===== src/rtl/sp_trk_pkg.sv =====
package sp_trk_pkg;
    typedef enum logic [2:0] {
        OP_NONE = 3'd0,
        OP_PUSH = 3'd1,
        OP_POP  = 3'd2,
        OP_CALL = 3'd3,
        OP_RET  = 3'd4
    } stk_op_e;
endpackage


===== src/rtl/sp_op_decode.sv =====
module sp_op_decode #(
    parameter int SIZE_W = 2,
    localparam int MAG_W = 1 << SIZE_W
) (
    input  logic [2:0]        op,
    input  logic [SIZE_W-1:0] size,
    output logic              is_stack,
    output logic              is_down,
    output logic [MAG_W-1:0]  mag
);
    import sp_trk_pkg::*;

    always_comb begin
        is_stack = 1'b0;
        is_down  = 1'b0;
        case (op)
            OP_PUSH, OP_CALL: begin is_stack = 1'b1; is_down = 1'b1; end
            OP_POP,  OP_RET:  begin is_stack = 1'b1; is_down = 1'b0; end
            default:          begin is_stack = 1'b0; is_down = 1'b0; end
        endcase
        mag = MAG_W'(1) << size;
    end
endmodule


===== src/rtl/sp_delta_adder.sv =====
module sp_delta_adder #(
    parameter int DELTA_W = 8,
    parameter int MAG_W   = 4
) (
    input  logic [DELTA_W-1:0] delta,
    input  logic [MAG_W-1:0]   mag,
    input  logic               down,
    output logic [DELTA_W-1:0] sum,
    output logic [DELTA_W-1:0] fresh,
    output logic               ovf
);
    logic [DELTA_W:0] ext, step, wide, neg_step;

    always_comb begin
        ext      = {delta[DELTA_W-1], delta};
        step     = {{(DELTA_W+1-MAG_W){1'b0}}, mag};
        neg_step = '0 - step;
        wide     = down ? (ext - step) : (ext + step);
        ovf      = wide[DELTA_W] ^ wide[DELTA_W-1];
        sum      = wide[DELTA_W-1:0];
        fresh    = down ? neg_step[DELTA_W-1:0] : step[DELTA_W-1:0];
    end
endmodule


===== src/rtl/sp_delta_tracker.sv =====
module sp_delta_tracker #(
    parameter int DELTA_W = 8,
    parameter int SIZE_W  = 2,
    localparam int MAG_W  = 1 << SIZE_W
) (
    input  logic               clk,
    input  logic               rst_n,
    input  logic               flush,
    input  logic               in_valid,
    input  logic [2:0]         in_op,
    input  logic [SIZE_W-1:0]  in_size,
    input  logic               in_sp_explicit,
    output logic               out_valid,
    output logic               out_suppress,
    output logic [DELTA_W-1:0] out_offset,
    output logic               sync_valid,
    output logic [DELTA_W-1:0] sync_delta
);
    typedef struct packed {
        logic [DELTA_W-1:0] delta;
        logic               out_v;
        logic               out_s;
        logic [DELTA_W-1:0] out_o;
        logic               sync_v;
        logic [DELTA_W-1:0] sync_d;
    } trk_state_t;

    trk_state_t st_d, st_q;

    logic               is_stack, is_down, ovf;
    logic [MAG_W-1:0]   mag;
    logic [DELTA_W-1:0] sum, fresh;

    sp_op_decode #(.SIZE_W(SIZE_W)) i_dec (
        .op(in_op), .size(in_size),
        .is_stack(is_stack), .is_down(is_down), .mag(mag)
    );

    sp_delta_adder #(.DELTA_W(DELTA_W), .MAG_W(MAG_W)) i_add (
        .delta(st_q.delta), .mag(mag), .down(is_down),
        .sum(sum), .fresh(fresh), .ovf(ovf)
    );

    always_comb begin
        st_d        = st_q;
        st_d.out_v  = 1'b0;
        st_d.out_s  = 1'b0;
        st_d.out_o  = '0;
        st_d.sync_v = 1'b0;
        st_d.sync_d = '0;
        if (flush) begin
            st_d.delta = '0;
        end else if (in_valid) begin
            st_d.out_v = 1'b1;
            if (in_sp_explicit) begin
                if (st_q.delta != '0) begin
                    st_d.sync_v = 1'b1;
                    st_d.sync_d = st_q.delta;
                end
                st_d.delta = '0;
            end else if (is_stack) begin
                st_d.out_s = 1'b1;
                if (ovf) begin
                    st_d.sync_v = 1'b1;
                    st_d.sync_d = st_q.delta;
                    st_d.delta  = fresh;
                end else begin
                    st_d.delta = sum;
                end
                st_d.out_o = st_d.delta;
            end else begin
                st_d.out_o = st_q.delta;
            end
        end
    end

    always_ff @(posedge clk) begin
        if (!rst_n) st_q <= '0;
        else        st_q <= st_d;
    end

    assign out_valid    = st_q.out_v;
    assign out_suppress = st_q.out_s;
    assign out_offset   = st_q.out_o;
    assign sync_valid   = st_q.sync_v;
    assign sync_delta   = st_q.sync_d;

    assert_flush_quiet_R8: assert property (@(posedge clk) disable iff (!rst_n)
        flush |=> (!out_valid && !sync_valid && st_q.delta == '0));

    assert_sync_nonzero_R5: assert property (@(posedge clk) disable iff (!rst_n)
        sync_valid |-> (sync_delta != '0));

    assert_supp_valid_R4: assert property (@(posedge clk) disable iff (!rst_n)
        out_suppress |-> out_valid);

    assert_idle_hold_R9: assert property (@(posedge clk) disable iff (!rst_n)
        (!in_valid && !flush) |=> $stable(st_q.delta));

    assert_explicit_zero_R6: assert property (@(posedge clk) disable iff (!rst_n)
        (in_valid && !flush && in_sp_explicit) |=> (st_q.delta == '0 && out_offset == '0));
endmodule


===== config.mk =====
export PLATFORM = sky130hd
export DESIGN_NAME = sp_delta_tracker
export DESIGN_NICKNAME = d
export VERILOG_FILES = /design/src/rtl/sp_trk_pkg.sv /design/src/rtl/sp_op_decode.sv /design/src/rtl/sp_delta_adder.sv /design/src/rtl/sp_delta_tracker.sv
export SDC_FILE = /design/constraint.sdc
export NUM_CORES = 1
export LEC_CHECK = 0
export BUFFER_PORTS_ARGS = -buffer_cell sky130_fd_sc_hd__buf_2
export CAP_MARGIN = 20
export CORE_MARGIN = 2
export CORE_UTILIZATION = 38
export DETAILED_ROUTE_END_ITERATION = 16
export PLACE_DENSITY = 0.59
export SLEW_MARGIN = 20
export SYNTH_ARGS = -nofsm -noshare
export SYNTH_HDL_FRONTEND = slang
export SYNTH_SLANG_ARGS = --single-unit

===== constraint.sdc =====
create_clock -name clk -period 5.4 [get_ports clk]
set_input_delay 0.54 -clock clk [delete_from_list [all_inputs] [get_ports clk]]
set_output_delay 0.54 -clock clk [all_outputs]
set_load 0.01 [all_outputs]

==> summary.md <==
| Metric | Value |
|---|---|
| HPWL Detailed | roughly 2500 um |
| Net Sw Power | 110 uW |
| Die width | 66.2 um |
| Cell taking the most area after synthesis | dfxtp_1 |
| Outcome | completed |
| Slowest cell on the critical path | xor2_1 |
| Most common cell in the netlist | dfxtp_1 |
| Worst path cell trace | buf_2 > or2_2 > ha_1 > nand2_1 > o21ai_0 > fa_1 > nand2b_1 > a21oi_1 > a21oi_1 > xor2_1 > xor2_1 > mux2i_1 > a22o_1 |
| Clock Sinks | 27 |
| Buffers on Ports | 28 |
| Min Tclk post-route | 3880 ps |
| Nature of the critical path endpoint | register |
| Setup Viol. Count Final | 0 |
| Worst hold path class | reg2reg |
| Worst-margin pin slew | about 970 ps |
| Largest family of logic cells by synthesized area | simple AND/OR/NAND/NOR gates |
| Clk_lat worst skew | ~260 ps |
| Post-synthesis cell area | 1470 um2 |
| H-tree lvl count | 1 |
| Worst-path maximum fanout | 11 |
| Pleak | approximately 0.81 nW |
| Flops & latches, synth | 27 |
| Total global routing track utilization | around 15% |
| Synth-to-layout area growth | 15.4% |
| Number of setup buffers added after CTS | 0 |
| Die Y | ~66 um |
| Post-synth ARST share | 0% |
| Fillers | approximately 380 |
| Multi-input gate area | between 800 and 900 um2 |
| CTS clk-pin slew, worst paths | around 90 ps |
| M1 WL | between 1000 and 1500 um |
| Worst EP required | ~5600 ps |
| Final GP Congestion | slightly below 0.9 |
| Met3 WL | 105 um |
| Iter 0 DRT Violations | between 60 and 70 |
| Register area | about 540 um2 |
| Fin. Hold Viols | 0 |
| Via density | between 4 and 5 |
| Final instance area | approximately 1700 um2 |
| CTS hold repair buffers | 0 |
| Sequential share of power | 51.3% |
| Period utilization | 71.8% |
| First-pass GRT wire length | between 5000 and 6000 um |
| Worst Setup Start Kind | primary input |
| Avg Cell Area, Syn | approximately 8.5 um2 |
| Post-synthesis xor/xnor area fraction | under 10% |
| Crit path largest cell delay | 800 ps |
| Total CTS buffers | 3 |
| Total of max-cap violations | 0 |
| Worst Skew | roughly 7.8 ps |
| Post-synthesis mux area share | between 4 and 5% |
| Total Wirelength | just over 3000 um |
| Yosys cell types | 40 |
| Net count, final | between 200 and 250 |
| CTS Buffer Depth | 2 |
| Synth top area cells | dfxtp_1, ha_1, nand2_1 |
| Top Layer Used | met4 |
| Diodes inserted | 0 |
| Post-synth EDFFs | 0 |
| Core Area | ~3700 um2 |
| Peak VDD IR | approximately 0.11 mV |
| Clock network power share | between 20% and 30% |
| Initial antenna violation count | 0 |
| Met2 WL | about 1400 um |
| Max-slew violations | 0 |
| Adder-Cell Fraction of Synth Area | between 10% and 20% |
| Type of the worst setup path | in2reg |
| DP Area | 1650 um2 |
| Register area share after synthesis | 36.8% |
| Syn_nets | approximately 190 |
| Fin Setup TNS | 0 ps |
| Remaining DRCs | 0 |
| Placement Rows | 22 |
| Via count | roughly 1200 |
| Power Density | approximately 230 nW/um2 |
| YS warnings | 0 |
| First-pass DRT Iterations | 4 |
| Simple-gate share of the synthesized area | around a quarter |
| Ys flop type | dfxtp_1 |
| Die area | about 4400 um2 |
| GRT overflow | 0 |
| Share of layout cells above drive strength 1 | around 18% |
| Routed len/inst | 12.3 um |
| CTS tree | done |
| Yosys top cell area share | a little under two fifths |
| Worst relative slew slack | a little over a third |
| Largest net degree at the start of global routing | 15 |
| Net Sw Frac | between 20% and 30% |
| Ports | 29 |
| Initial Util | around 40% |
| Fmax | between 200 and 300 MHz |
| Vias in the first global route | 1124 |
| List of most frequent post-synthesis cells | dfxtp_1, nand2_1, nor2_1 |
| Clk root buf | clkbuf_8 |
| Final ANT Viol Nets | 0 |
| Pint | between 200 and 300 uW |
| Mapped Cells | between 150 and 200 |
| RSZ-0062 raised after global routing | no |
| Logic pwr share | between 20% and 30% |
| Post-cts gate resize count | 0 |
| Compound-Gate Fraction of Synth Area | between 10% and 20% |
| CP Data Arrival Time | between 4000 and 5000 ps |
[cells in the final DEF, fill, tap and decap left out, drive strengths merged]
| cell | instances |
|---|---|
| buf | 28 |
| dfxtp | 27 |
| nand2 | 23 |
| nor2 | 18 |
| a21oi | 11 |
| ha | 10 |
| nand2b | 8 |
| inv | 8 |
| o21ai | 7 |
| nor3 | 7 |
| nand3 | 6 |
| mux2i | 6 |
| xor2 | 4 |
| a22o | 4 |
| clkbuf | 4 |
| xnor2 | 3 |
| and2 | 3 |
| clkinv | 2 |
| a211o | 2 |
| a21o | 2 |
| nor4 | 2 |
| a211oi | 2 |
| or2 | 1 |
| nor2b | 1 |
| nand4b | 1 |
| a2111oi | 1 |
| or3 | 1 |
| o21a | 1 |
| and3 | 1 |
| a221o | 1 |
| o211ai | 1 |
| a31oi | 1 |
| maj3 | 1 |
| a31o | 1 |
| nand3b | 1 |
| fa | 1 |
[power by group through the flow]
stage | Sequential (mW) | Clock (mW) | Combinational (mW)
3_3_place_gp | 0.209 | 0 | 0.0830
5_1_grt | 0.205 | 0.119 | 0.0952
3_5_place_dp | 0.209 | 0 | 0.0845
4_1_cts | 0.204 | 0.111 | 0.0847
2_1_floorplan | 0.209 | 0 | 0.0683
6_report | 0.204 | 0.110 | 0.0840
[layer usage]
metal | vias up | global-route usage [%]
li1 | 661 | -
met5 | - | 0
met2 | 23 | 24.9
met4 | 0 | 5.36
met3 | 2 | 1.19
met1 | 550 | 20.4
[worst max-delay path: cells and delay by family]
family / cells / cell delay (ps)
fa+ha+maj: 2 / 730
buf+inv: 1 / 110
simple gates: 3 / 550
compound gates: 4 / 810
xor+xnor: 2 / 1060
mux: 1 / 240
[final timing paths]
kind	start	end	slack, ps	depth (start not counted)
worst min register to register	st_q[23]$_SDFFE_PP0P_	sync_delta[4]$_SDFF_PP0_	510	2
worst min-delay path	st_q[23]$_SDFFE_PP0P_	sync_delta[4]$_SDFF_PP0_	510	2
worst max register to register	st_q[19]$_SDFFE_PP0P_	st_q[19]$_SDFFE_PP0P_	2090	10
worst max-delay path	in_size[0]	st_q[19]$_SDFFE_PP0P_	1520	13
[per-stage QoR]
stage	hold WS, ps	instances	util, %	power [mW]	setup WS [ps]
global placement	500	245	44.7	0.292	1250
finish	512	249	46.0	0.398	1520
global route	539	249	46.0	0.419	1250
floorplan	447	172	-	0.278	2140
detailed placement	500	245	44.7	0.294	1210
CTS	514	249	46.0	0.400	1490
[logic make-up (layout without fill, tap and decap cells)]
kind of cell	after synthesis	in the layout
XOR/XNOR	7	7
multiplexers	6	6
adder cells (fa/ha/maj)	12	12
flip-flops	27	27
AND/OR/NAND/NOR	73	73
AO/OA/AOI/OAI	34	34
buffers and inverters	13	42
[flip-flops by register name, indices dropped and copies added (netlist names)]
signal	count
sync_delta	8
sync_valid	1
st_q	8
out_suppress	1
out_valid	1
out_offset	8
[cell type report]
cell class	instances	area share [%]
flip-flops and latches	27	31.9
multi-input cells	132	51.4
clock buffers	4	2.66
repair buffers	28	8.27
inverters	10	2.21
well taps	48	3.54
Power figures use the tool's default switching activity.
